File: src/rtl/adc_regbank_pkg.sv
package adc_regbank_pkg;
  localparam int DATA_W = 16;
  localparam int BYTE_W = 8;
  localparam int PTR_W  = 2;
  localparam int OS_BIT   = 15;
  localparam int MODE_BIT = 8;

  typedef enum logic [PTR_W-1:0] {
    REG_CONV = 2'd0,
    REG_CFG  = 2'd1,
    REG_LO   = 2'd2,
    REG_HI   = 2'd3
  } reg_sel_e;

  typedef enum logic [1:0] {
    PH_PTR = 2'd0,
    PH_MSB = 2'd1,
    PH_LSB = 2'd2
  } wr_phase_e;

  localparam logic [DATA_W-1:0] CFG_RST = 16'h8583;
  localparam logic [DATA_W-1:0] LO_RST  = 16'h8000;
  localparam logic [DATA_W-1:0] HI_RST  = 16'h7FF0;
endpackage

File: src/rtl/adc_host_port.sv
module adc_host_port
  import adc_regbank_pkg::*;
(
  input  logic              clk_i,
  input  logic              rst_ni,
  input  logic              txn_start_i,
  input  logic              wr_valid_i,
  input  logic [BYTE_W-1:0] wr_byte_i,
  input  logic              rd_req_i,
  input  logic [DATA_W-1:0] rd_word_i,
  output logic [PTR_W-1:0]  ptr_o,
  output logic              wr_en_o,
  output logic [DATA_W-1:0] wr_word_o,
  output logic [BYTE_W-1:0] rd_byte_o,
  output logic              rd_valid_o
);
  wr_phase_e         phase_q, phase_d, phase_eff;
  logic [PTR_W-1:0]  ptr_q, ptr_d;
  logic [BYTE_W-1:0] msb_q, msb_d;
  logic [BYTE_W-1:0] shadow_q, rd_byte_q;
  logic              hi_sent_q, rd_valid_q;

  assign phase_eff = txn_start_i ? PH_PTR : phase_q;

  always_comb begin
    ptr_d   = ptr_q;
    msb_d   = msb_q;
    phase_d = phase_eff;
    wr_en_o = 1'b0;
    if (wr_valid_i) begin
      unique case (phase_eff)
        PH_PTR: begin
          if (wr_byte_i[BYTE_W-1:PTR_W] == '0) ptr_d = wr_byte_i[PTR_W-1:0];
          phase_d = PH_MSB;
        end
        PH_MSB: begin
          msb_d   = wr_byte_i;
          phase_d = PH_LSB;
        end
        PH_LSB: begin
          wr_en_o = 1'b1;
          phase_d = PH_MSB;
        end
        default: phase_d = PH_PTR;
      endcase
    end
  end

  assign wr_word_o = {msb_q, wr_byte_i};

  always_ff @(posedge clk_i or negedge rst_ni) begin
    if (!rst_ni) begin
      phase_q <= PH_PTR;
      ptr_q   <= '0;
      msb_q   <= '0;
    end else begin
      phase_q <= phase_d;
      ptr_q   <= ptr_d;
      msb_q   <= msb_d;
    end
  end

  // high byte read snapshots the low byte so the pair is coherent
  always_ff @(posedge clk_i or negedge rst_ni) begin
    if (!rst_ni) begin
      hi_sent_q  <= 1'b0;
      shadow_q   <= '0;
      rd_byte_q  <= '0;
      rd_valid_q <= 1'b0;
    end else begin
      rd_valid_q <= rd_req_i;
      if (rd_req_i) begin
        if (txn_start_i || !hi_sent_q) begin
          rd_byte_q <= rd_word_i[DATA_W-1:BYTE_W];
          shadow_q  <= rd_word_i[BYTE_W-1:0];
          hi_sent_q <= 1'b1;
        end else begin
          rd_byte_q <= shadow_q;
          hi_sent_q <= 1'b0;
        end
      end else if (txn_start_i) begin
        hi_sent_q <= 1'b0;
      end
    end
  end

  assign ptr_o      = ptr_q;
  assign rd_byte_o  = rd_byte_q;
  assign rd_valid_o = rd_valid_q;
endmodule

File: src/rtl/adc_conv_ctrl.sv
module adc_conv_ctrl (
  input  logic clk_i,
  input  logic rst_ni,
  input  logic cfg_wr_i,
  input  logic wr_os_i,
  input  logic wr_single_i,
  input  logic cont_i,
  input  logic done_i,
  output logic start_o,
  output logic busy_o
);
  logic busy_q, start_q, start_req;

  // single-shot start only from power-down; continuous restarts whenever idle
  assign start_req = !busy_q && ((cfg_wr_i && wr_os_i && wr_single_i) || cont_i);

  always_ff @(posedge clk_i or negedge rst_ni) begin
    if (!rst_ni) begin
      busy_q  <= 1'b0;
      start_q <= 1'b0;
    end else begin
      start_q <= start_req;
      if (start_req)   busy_q <= 1'b1;
      else if (done_i) busy_q <= 1'b0;
    end
  end

  assign start_o = start_q;
  assign busy_o  = busy_q;
endmodule

File: src/rtl/adc_reg_file.sv
module adc_reg_file
  import adc_regbank_pkg::*;
#(
  parameter int RES_W = 12
) (
  input  logic              clk_i,
  input  logic              rst_ni,
  input  logic [PTR_W-1:0]  ptr_i,
  input  logic              wr_en_i,
  input  logic [DATA_W-1:0] wr_word_i,
  input  logic              busy_i,
  input  logic              done_i,
  input  logic [RES_W-1:0]  res_i,
  output logic [DATA_W-1:0] rd_word_o,
  output logic              cfg_wr_o,
  output logic              cont_o
);
  localparam int PAD = DATA_W - RES_W;
  localparam logic [PTR_W-1:0] THR_BASE = REG_LO;

  logic [RES_W-1:0]  conv_q;
  logic [DATA_W-2:0] cfg_q;
  logic [RES_W-1:0]  thr_q [2];

  assign cfg_wr_o = wr_en_i && (ptr_i == REG_CFG);
  assign cont_o   = !cfg_q[MODE_BIT];

  always_ff @(posedge clk_i or negedge rst_ni) begin
    if (!rst_ni)              conv_q <= '0;
    else if (busy_i && done_i) conv_q <= res_i;
  end

  always_ff @(posedge clk_i or negedge rst_ni) begin
    if (!rst_ni)       cfg_q <= CFG_RST[DATA_W-2:0];
    else if (cfg_wr_o) cfg_q <= wr_word_i[DATA_W-2:0];
  end

  for (genvar g = 0; g < 2; g++) begin : g_thr
    localparam logic [DATA_W-1:0] RST = (g == 0) ? LO_RST : HI_RST;
    always_ff @(posedge clk_i or negedge rst_ni) begin
      if (!rst_ni) thr_q[g] <= RST[DATA_W-1:PAD];
      else if (wr_en_i && ptr_i == THR_BASE + PTR_W'(g))
        thr_q[g] <= wr_word_i[DATA_W-1:PAD];
    end
  end

  always_comb begin
    unique case (ptr_i)
      REG_CONV: rd_word_o = {conv_q, {PAD{1'b0}}};
      REG_CFG:  rd_word_o = {!busy_i, cfg_q};
      REG_LO:   rd_word_o = {thr_q[0], {PAD{1'b0}}};
      default:  rd_word_o = {thr_q[1], {PAD{1'b0}}};
    endcase
  end
endmodule

File: src/rtl/adc_regbank.sv
module adc_regbank
  import adc_regbank_pkg::*;
#(
  parameter int RES_W = 12
) (
  input  logic              clk_i,
  input  logic              rst_ni,
  input  logic              txn_start_i,
  input  logic              wr_valid_i,
  input  logic [BYTE_W-1:0] wr_byte_i,
  input  logic              rd_req_i,
  output logic [BYTE_W-1:0] rd_byte_o,
  output logic              rd_valid_o,
  output logic              conv_start_o,
  input  logic              conv_done_i,
  input  logic [RES_W-1:0]  conv_data_i
);
  logic [PTR_W-1:0]  ptr;
  logic              wr_en, cfg_wr, cont, busy;
  logic [DATA_W-1:0] wr_word, rd_word;

  adc_host_port i_host (
    .clk_i, .rst_ni, .txn_start_i, .wr_valid_i, .wr_byte_i, .rd_req_i,
    .rd_word_i (rd_word),
    .ptr_o     (ptr),
    .wr_en_o   (wr_en),
    .wr_word_o (wr_word),
    .rd_byte_o, .rd_valid_o
  );

  adc_reg_file #(.RES_W(RES_W)) i_regs (
    .clk_i, .rst_ni,
    .ptr_i     (ptr),
    .wr_en_i   (wr_en),
    .wr_word_i (wr_word),
    .busy_i    (busy),
    .done_i    (conv_done_i),
    .res_i     (conv_data_i),
    .rd_word_o (rd_word),
    .cfg_wr_o  (cfg_wr),
    .cont_o    (cont)
  );

  adc_conv_ctrl i_ctrl (
    .clk_i, .rst_ni,
    .cfg_wr_i    (cfg_wr),
    .wr_os_i     (wr_word[OS_BIT]),
    .wr_single_i (wr_word[MODE_BIT]),
    .cont_i      (cont),
    .done_i      (conv_done_i),
    .start_o     (conv_start_o),
    .busy_o      (busy)
  );
endmodule

File: config.mk
export PLATFORM = sky130hd
export DESIGN_NAME = adc_regbank
export DESIGN_NICKNAME = d
export VERILOG_FILES = /design/src/rtl/adc_regbank_pkg.sv /design/src/rtl/adc_host_port.sv /design/src/rtl/adc_conv_ctrl.sv /design/src/rtl/adc_reg_file.sv /design/src/rtl/adc_regbank.sv
export SDC_FILE = /design/constraint.sdc
export NUM_CORES = 1
export LEC_CHECK = 0
export ABC_AREA = 1
export BUFFER_PORTS_ARGS = -buffer_cell sky130_fd_sc_hd__buf_4
export CELL_PAD_IN_SITES_DETAIL_PLACEMENT = 1
export CELL_PAD_IN_SITES_GLOBAL_PLACEMENT = 1
export CORE_UTILIZATION = 41
export CTS_CLUSTER_DIAMETER = 50
export DETAILED_ROUTE_END_ITERATION = 7
export GPL_ROUTABILITY_DRIVEN = 0
export PLACE_DENSITY = 0.8
export SYNTH_ARGS = -nofsm -noshare
export SYNTH_HDL_FRONTEND = slang
export SYNTH_SLANG_ARGS = --single-unit
File: constraint.sdc
create_clock -name clk_i -period 3.45 [get_ports clk_i]
set_input_delay 0.345 -clock clk_i [delete_from_list [all_inputs] [get_ports clk_i]]
set_output_delay 0.345 -clock clk_i [all_outputs]
set_load 0.01 [all_outputs]
# ---- After elaboration in Yosys (flattened, before gate mapping)
# Cells that the tools add are included.
dict set report totals {
  regBits 83
  in_bits 26
  out_inout_bits 10
  wordCells 51
}
dict set report classes {
  n_eq_ne 5
  mux 12
  reduce_logical 21
}
# cell n
set ops {}
lappend ops {{one-hot mux 16 bit (3 select lines)} 1}
lappend ops {{two-way mux 8 bit} 1}
lappend ops {{logical AND 1 bit} 7}
lappend ops {{two-way mux 1 bit} 7}
lappend ops {{equality test 2 bit, second input constant} 3}
lappend ops {{logical NOT 6 bit} 1}
lappend ops {{equality test 2 x 1 -> 1 bit, second input constant} 2}
lappend ops {{logical NOT 2 bit} 2}
lappend ops {{two-way mux 2 bit} 2}
lappend ops {{one-hot mux 2 bit (2 select lines)} 1}
lappend ops {{AND reduction 2 bit} 2}
lappend ops {{nonzero test 2 bit} 2}
lappend ops {{logical NOT 1 bit} 3}
lappend ops {{AND reduction 3 bit} 1}
lappend ops {{logical OR 1 bit} 2}
lappend ops {{OR reduction 2 bit} 1}

# ---- Depth between registers and ports, before layout
# Gate-level depths: netlist of the first run.
dict set report logic_depth {
  depth_word 10
  ltp_mapped 7
  ltp_nobuf 7
}

# ---- Hierarchy
# A second synthesis of the first run with hierarchy kept.
dict set report unflattened {
  cells_unflattened 454
  hier_area_um2 3865.0
}
# mod instances cells_each area_per_inst_um2 seq_area_each_um2
set modules_own_cells {}
lappend modules_own_cells {adc_reg_file 1 291 2424.8 1297.5}
lappend modules_own_cells {adc_host_port 1 153 1356.3 750.7}
lappend modules_own_cells {adc_conv_ctrl 1 10 83.8 50.0}

# ---- Least setup slack after synthesis of the first run
# Ideal clock, no wire load.
dict set report synth_path {
  kind {reg-to-reg}
  startpoint {reg i_host.ptr_q[1], in the netlist i_host.ptr_o[1]}
  endpoint {reg i_host.rd_byte_q[1], in the netlist i_host.rd_byte_o[1]}
  arrival_ps 1142
  required_ps 3382
  setup_slack_ps 2240
  path_stages_with_launch 8
  synth_period_minus_slack_ps 1210
  cell_sequence {dfrtp_1 buf_4 nor2_4 buf_6 nand2_4 nand3_2 o211ai_2 nand3_2}
}
dict set report synth_between {
  elab_chain_len 3
}
# item line
set synth_rtl {}
lappend synth_rtl {{from (decl)} adc_host_port.sv:18} ;# logic [PTR_W-1:0] ptr_q, ptr_d;
lappend synth_rtl {{from (signal assigned)} adc_host_port.sv:58} ;# ptr_q <= ptr_d;
lappend synth_rtl {{equality test 2 bit (tied with other cells)} adc_reg_file.sv:48} ;# unique case (ptr_i)
lappend synth_rtl {{one-hot mux 16 bit (3 select lines) *} adc_reg_file.sv:48}
lappend synth_rtl {{two-way mux 8 bit *} adc_host_port.sv:73} ;# if (txn_start_i || !hi_sent_q) begin
lappend synth_rtl {{to (signal assigned)} adc_host_port.sv:74} ;# rd_byte_q <= rd_word_i[DATA_W-1:BYTE_W];
lappend synth_rtl {{to (signal assigned)} adc_host_port.sv:78} ;# rd_byte_q <= shadow_q;
lappend synth_rtl {{to (decl)} adc_host_port.sv:20} ;# logic [BYTE_W-1:0] shadow_q, rd_byte_q;
# Every way passes the cells marked *; elsewhere a longest branch is shown, timed or not.
# A chain may end at the register's enable or synchronous reset.

# ---- Worst setup path in the final report of the first run
dict set report layout_path {
  startpoint {reg i_host.ptr_q[0], in the netlist i_host.ptr_o[0]}
  endpoint {reg i_regs.cfg_q[4]}
}
dict set report layout_between {
  elab_chain_len 2
}
# item line
set layout_rtl {}
lappend layout_rtl {{equality test 2 x 1 -> 1 bit} adc_reg_file.sv:25} ;# assign cfg_wr_o = wr_en_i && (ptr_i == REG_CFG);
lappend layout_rtl {{logical AND 1 bit} adc_reg_file.sv:25}
lappend layout_rtl {{to (signal assigned)} adc_reg_file.sv:34} ;# if (!rst_ni) cfg_q <= CFG_RST[DATA_W-2:0];
lappend layout_rtl {{to (signal assigned)} adc_reg_file.sv:35} ;# else if (cfg_wr_o) cfg_q <= wr_word_i[DATA_W-2:0];
lappend layout_rtl {{to (decl)} adc_reg_file.sv:22} ;# logic [DATA_W-2:0] cfg_q;
# No other way between the ends.

==> impl_metrics.py, run 1 <==
metrics = {
    "outcome": {
        "outcome": "complete, no violations",
    },
    "setup_path": {
        "critPathMaxFanout": 30,
        "cpPeakStageDelay_ns": 0.66,
        "critPathMostFrequentCell": "nand2_1",
        "worst_path_max_delay_cell": "dfrtp_1",
        "path_cells": "inv_2 > nor2_4 > nand2_1 > nand2_1 > o21ai_1",
        "critPathLaunchType": "register",
        "crit_type": "reg2reg",
        "cp.required_ns": 3.66,
        "cp-end-kind": "register",
        "arrival_ns": 2.36,
    },
    "route": {
        "drc_errors": 0,
        "antenna_left": 0,
        "first_pass_iters": 4,
        "drt_iter0_drc": 143,
        "post_drt_wl_per_cell_um": 17.4,
        "detail_route.vias_per_cell": 5.27,
        "wirelength_um": 9020,
        "vias": 2728,
    },
    "timing": {
        "finalMaxSlewViolations": 0,
        "relSlewSlack": 0.304,
        "finalSetupViolations": 0,
        "setup_tns_ns": 0,
        "fin_worst_skew_ns": 0.00924,
        "rsz0062_at_grt": "no",
        "min_period_over_period": 0.623,
        "worst_slack_ns": 1.30,
        "worstMarginPinSlew_ns": 1.04,
        "finalHoldViolations": 0,
        "max_clock_freq_mhz": 465,
        "fin_crit_ns": 2.15,
    },
    "grt": {
        "grtUsageTotal": 0.206,
        "antenna_found_initial": 0,
        "busiest_layer": "met2",
        "first_global_vias": 3006,
        "overflow": 0,
        "grt_use_met2": 0.340,
        "gr-usage-met3": 0.0288,
        "grt_max_degree": 84,
        "grt_first_pass_wirelength_um": 15200,
        "grt_use_met1": 0.265,
    },
    "final_layout": {
        "areaGrowthSynthToFinish_pct": 12.7,
        "drive_gt1_frac": 0.307,
        "fin_cells": 518,
        "multi_input_area_sq_mm": 0.00143,
        "seq_area_sq_mm": 0.00210,
        "diodes": 0,
        "nets": 431,
        "fillers": 1016,
    },
    "synth": {
        "syn-num-nets": 401,
        "ys_seq_area_frac": 0.562,
        "synth-simple-area-share": 0.218,
        "syn_inst": 375,
        "synth-seq-cells": 83,
        "synth_area_per_cell_sq_um": 9.96,
        "synth_area_sq_mm": 0.00373,
        "yosysWarnings": 0,
        "synth_top_family_by_area": "simple AND/OR/NAND/NOR gates",
        "synth_xor_area_frac": 0.00235,
        "synth_compound_area_frac": 0.126,
        "synth_mux_area_frac": 0.0362,
        "synthAdderAreaFrac": 0,
        "ys_types": 27,
    },
    "pwr": {
        "clockPowerShare": 0.250,
        "combPwrFrac": 0.241,
        "p_per_area_mw_per_mm2": 612,
        "seqPwrFrac": 0.509,
        "internal_power_mw": 1.74,
        "switchingPower_mw": 0.837,
        "swShare": 0.325,
        "ir_drop_uv": 209,
        "power.leakage_nw": 1.94,
    },
    "clock_network": {
        "postCtsHoldBufs": 0,
        "ctsRootBufferMaster": "clkbuf_8",
        "cts_buffers": 9,
        "path_clk_slew_ns": 0.08,
        "clockBufferDepth": 2,
        "post_cts_buffers": 0,
        "ctsResizeCount": 0,
        "cts_htree_levels": 3,
        "cts.sinks": 83,
        "cts_tree": "yes",
        "clk_latency_ns": 0.35,
    },
    "floorplan": {
        "initial_core_util": 0.426,
        "core_area_sq_mm": 0.00876,
        "die_area_sq_mm": 0.00949,
        "rows": 34,
        "ioPinCount": 36,
        "die_h_um": 97.4,
        "die_x_um": 97.4,
    },
    "min_path": {
        "worstHoldPathType": "in2async",
    },
    "flow_run": {
        "max_cap_viol_count": 0,
    },
    "placement": {
        "dp_slack_ns": 1.34,
        "dp_hpwl_um": 6420,
        "portBuffers": 35,
        "place_inst": 502,
    },
}
-- power groups by stage --
stage	logic, mW	registers, mW	clock network [mW]
4_1_cts	0.628	1.31	0.656
5_1_grt	0.683	1.33	0.689
2_1_floorplan	0.403	1.30	0
3_5_place_dp	0.624	1.32	0
3_3_place_gp	0.596	1.31	0
6_report	0.619	1.31	0.643
-- area by class of cell --
cell class,instances,area share
timing repair buffer,35,0.0625
clock buffer,12,0.0369
multi-input combinational,249,0.339
clock inverter,4,0.00595
sequential,83,0.499
inverter,27,0.0247
tap,108,0.0321
-- final timing paths --
kind                       slack, ns                  end  cells after the start            start
hold / removal                  0.17   i_host.shadow_q[5]                      1           rst_ni
setup reg to reg                1.30      i_regs.cfg_q[4]                      5  i_host.ptr_o[0]
min in group clk_i              0.19    i_host.rd_valid_o                      1         rd_req_i
max in group asynchronous       2.61  i_host.rd_byte_o[2]                      1           rst_ni
hold reg to reg                 0.48      i_regs.thr_q[4]                      2  i_regs.thr_q[4]
setup / recovery                1.30      i_regs.cfg_q[4]                      5  i_host.ptr_o[0]
-- cells by family after synthesis --
family                 count (synthesis)
AO/OA/AOI/OAI                         75
flip-flops                            83
XOR/XNOR                               1
AND/OR/NAND/NOR                      161
buffers and inverters                 43
multiplexers                          12
-- layer usage --
metal	routed length (um)	up-vias
met2	4320	59
met5	0	-
met3	258	23
met1	4090	1356
li1	-	1290
met4	347	0
-- synthesized netlist by cell type, drive strengths merged --
cell | instances | share of area
clkbuf | 1 | 0.0010
inv | 26 | 0.027
buf | 15 | 0.027
dfrtp | 66 | 0.44
nor2 | 10 | 0.018
dfstp | 17 | 0.12
nand2 | 121 | 0.14
or2 | 1 | 0.0017
clkinv | 1 | 0.0010
nand4 | 6 | 0.010
mux2 | 12 | 0.036
nand3 | 23 | 0.048
o211ai | 6 | 0.020
xor2 | 1 | 0.0023
o21ai | 67 | 0.10
a21oi | 2 | 0.0027
-- critical path: cells and delay by family, from the launching register on --
family | cells | cell delay (ns)
and+or+nand+nor | 3 | 1.15
buffers and inverters | 1 | 0.09
AOI/OAI and AO/OA | 1 | 0.09
DFF | 1 | 0.66
-- through the flow --
stage	util	hold slack [ns]	area, sq um	power (mW)
detailed placement	0.459	0.473	4030	1.95
finish	0.480	0.166	4210	2.57
CTS	0.480	0.185	4210	2.59
floorplan	-	0.0494	3730	1.70
global placement	0.459	0.461	4030	1.91
global route	0.480	0.191	4210	2.71
-- state kept, by name (all words and copies together), names as in the netlist --
register,flops
i_regs.thr_q,24
i_regs.cfg_q,15
i_regs.conv_q,12
i_host.msb_q,8
i_host.rd_byte_o,8
i_host.shadow_q,8
i_host.phase_q,2
i_host.ptr_o,2
i_ctrl.busy_o,1
i_ctrl.start_o,1
i_host.hi_sent_q,1
i_host.rd_valid_o,1
-- placed cells by master, fill, tap and decap left out, drive strengths merged --
cell / count
nand4: 6
nand2: 121
or2: 1
o211ai: 6
mux2: 12
nand3: 23
inv: 26
nor2: 10
o21ai: 67
clkbuf: 12
dfrtp: 66
dfstp: 17
xor2: 1
buf: 35
clkinv: 3
a21oi: 2
clkinvlp: 2
(Power assumes the default switching activity.)
==> run 2, diff against run 1 <==
Settings changed: ABC_AREA 1 to 0, PLACE_DENSITY 0.8 to 0.76.
Clock period 3.45 ns to 2.2 ns, I/O delays scaled along.
==> impl_metrics.py, run 2 <==
metrics = {
    "synth": {
        "syn-num-nets": 267,
        "synth_area_per_cell_sq_um": 15.2,
        "ys_seq_area_frac": 0.572,
        "synth_edf_count": 0,
        "yosysWarnings": 0,
        "ys_types": 34,
        "synth_common_cells": "dfrtp_1, mux2_2, mux2_4",
        "yosys.area.top_type_share": 0.451,
        "synth-seq-cells": 83,
        "synth_area_sq_mm": 0.00367,
        "syn_inst": 241,
        "synth_ff_type": "dfrtp_1",
        "synth_most_common_cell": "dfrtp_1",
        "synth.area.top_cells": "dfrtp_1, mux2_2, dfstp_2",
        "synth_top_area_cell": "dfrtp_1",
        "async_flop_share": 1.00,
    },
    "final_layout": {
        "largest-register": "i_regs.thr_q",
        "seq_area_sq_mm": 0.00210,
        "final_area_sq_mm": 0.00424,
        "fillers": 907,
        "final_common_cell": "dfrtp_1",
        "multi_input_area_sq_mm": 0.00146,
        "areaGrowthSynthToFinish_pct": 15.7,
        "diodes": 0,
        "nets": 308,
        "final_cell_mix": "dfrtp_1, mux2_2, buf_4, mux2_4, dfstp_2",
        "reg.largest.list": "i_regs.thr_q x24, i_regs.cfg_q x15, i_regs.conv_q x12",
        "drive_gt1_frac": 0.537,
        "largest_register_ffs": 24,
    },
    "clock_network": {
        "clk_latency_ns": 0.36,
        "ctsResizeCount": 0,
        "clockBufferDepth": 2,
        "path_clk_slew_ns": 0.08,
        "cts.sinks": 83,
        "cts_tree": "yes",
        "cts_htree_levels": 3,
        "ctsRootBufferMaster": "clkbuf_8",
        "cts_buffers": 9,
        "post_cts_buffers": 0,
    },
    "setup_path": {
        "critPathMaxFanout": 15,
        "arrival_ns": 2.06,
        "critPathLaunchType": "register",
        "path_cells": "and2b_2 > nand2_4 > mux2_2",
        "critPathBufInv": 0,
        "cp_top_family": "flip-flops",
        "cp.required_ns": 2.43,
        "worst_path_max_delay_cell": "dfrtp_1",
        "cpPeakStageDelay_ns": 0.75,
        "cp-end-kind": "register",
        "crit_type": "reg2reg",
    },
    "floorplan": {
        "die_h_um": 96.6,
        "rows": 34,
        "die_x_um": 96.6,
        "die_area_sq_mm": 0.00932,
        "initial_core_util": 0.422,
        "ioPinCount": 36,
        "core_area_sq_mm": 0.00868,
    },
    "placement": {
        "dp_slack_ns": 0.389,
        "dp_hpwl_um": 5100,
        "place_area_sq_mm": 0.00404,
        "portBuffers": 35,
    },
    "timing": {
        "max_clock_freq_mhz": 544,
        "min_period_over_period": 0.836,
        "fin_crit_ns": 1.84,
        "rsz0062_at_grt": "no",
        "setup_tns_ns": 0,
        "relSlewSlack": 0.579,
        "finalMaxSlewViolations": 0,
        "finalSetupViolations": 0,
        "worst_slack_ns": 0.362,
        "fin_worst_skew_ns": 0.0218,
        "worstMarginPinSlew_ns": 0.623,
        "finalHoldViolations": 0,
    },
    "route": {
        "detail_route.vias_per_cell": 5.30,
        "first_pass_iters": 4,
        "antenna_left": 0,
        "wirelength_um": 7380,
        "drc_errors": 0,
        "post_drt_wl_per_cell_um": 18.7,
        "drt_iter0_drc": 56,
        "vias": 2094,
    },
    "min_path": {
        "worstHoldPathType": "in2reg",
    },
    "grt": {
        "antenna_found_initial": 0,
        "grt_first_pass_wirelength_um": 12200,
        "grt_max_degree": 57,
        "grtUsageTotal": 0.183,
        "overflow": 0,
        "first_global_vias": 2231,
    },
    "pwr": {
        "power.leakage_nw": 1.97,
        "ir_drop_uv": 268,
        "p_per_area_mw_per_mm2": 816,
    },
    "flow_run": {
        "max_cap_viol_count": 0,
    },
    "outcome": {
        "outcome": "complete, no violations",
    },
}
[run 2: changes by cell type in the layout (fill, tap and decap cells not counted), moves of 20 or more]
cell,before,now
nand2_1,108,15
o21ai_1,46,0
mux2_2,2,45
mux2_4,0,20
[run 2: repair_timing]
item / CTS / global route
endpoints found under the hold margin: 20 / 0
hold buffers: 1 / 0
setup endpoints to repair: 0 / 0
[run 2: final cells by class]
type,count,area share
Sequential cell,83,0.495
Multi-Input combinational cell,139,0.344
Timing Repair Buffer,43,0.0797
Clock buffer,13,0.0351
Tap cell,108,0.0319
Clock inverter,3,0.00944
Inverter,6,0.00531
[run 2: metrics by stage]
step,hold slack [ns],std cells,power (mW),util
2_1_floorplan,-0.0756,241,2.17,-
3_5_place_dp,0.168,378,2.42,0.466
5_1_grt,0.0598,395,3.62,0.489
6_report,0.0746,395,3.46,0.489
4_1_cts,0.0607,395,3.50,0.489
3_3_place_gp,0.167,378,2.40,0.466
[run 2: per-layer routing]
layer	track usage	vias to the layer above	wire, um	part of all wire
met5	0	-	0	0
met4	0.0735	0	119	0.016
met3	0.0282	10	169	0.023
met2	0.284	33	3500	0.47
met1	0.257	1098	3590	0.49
li1	-	953	-	-
[run 2: worst paths after layout]
check,start,endpoint,slack (ns),depth (start not counted)
hold reg to reg,i_ctrl.busy_o,i_ctrl.start_o,0.47,1
min in group asynchronous,rst_ni,i_regs.thr_q[15],0.33,2
max in group asynchronous,rst_ni,i_regs.thr_q[8],1.21,3
setup / recovery,i_host.ptr_o[1],i_regs.cfg_q[5],0.36,3
hold / removal,txn_start_i,i_host.phase_q[1],0.07,2
setup reg to reg,i_host.ptr_o[1],i_regs.cfg_q[5],0.36,3
[run 2: cell families (layout without fill, tap and decap cells)]
kind of cell / count (synthesis) / count (layout) / synth area share
AO/OA/AOI/OAI: 17 / 17 / 0.0276
XOR/XNOR: 2 / 2 / 0.00478
buffers and inverters: 19 / 65 / 0.0300
flip-flops: 83 / 83 / 0.572
multiplexers: 77 / 77 / 0.294
AND/OR/NAND/NOR: 43 / 43 / 0.0713
[run 2: power by group]
part | switching (mW) | internal, mW
Combinational | 0.225 | 0.313
Clock | 0.523 | 0.554
Sequential | 0.138 | 1.70
[run 2: worst reg2reg max path, cell delays in order (launching register included)]
cell,delay (ns)
dfrtp_1,0.75
and2b_2,0.36
nand2_4,0.23
mux2_2,0.38
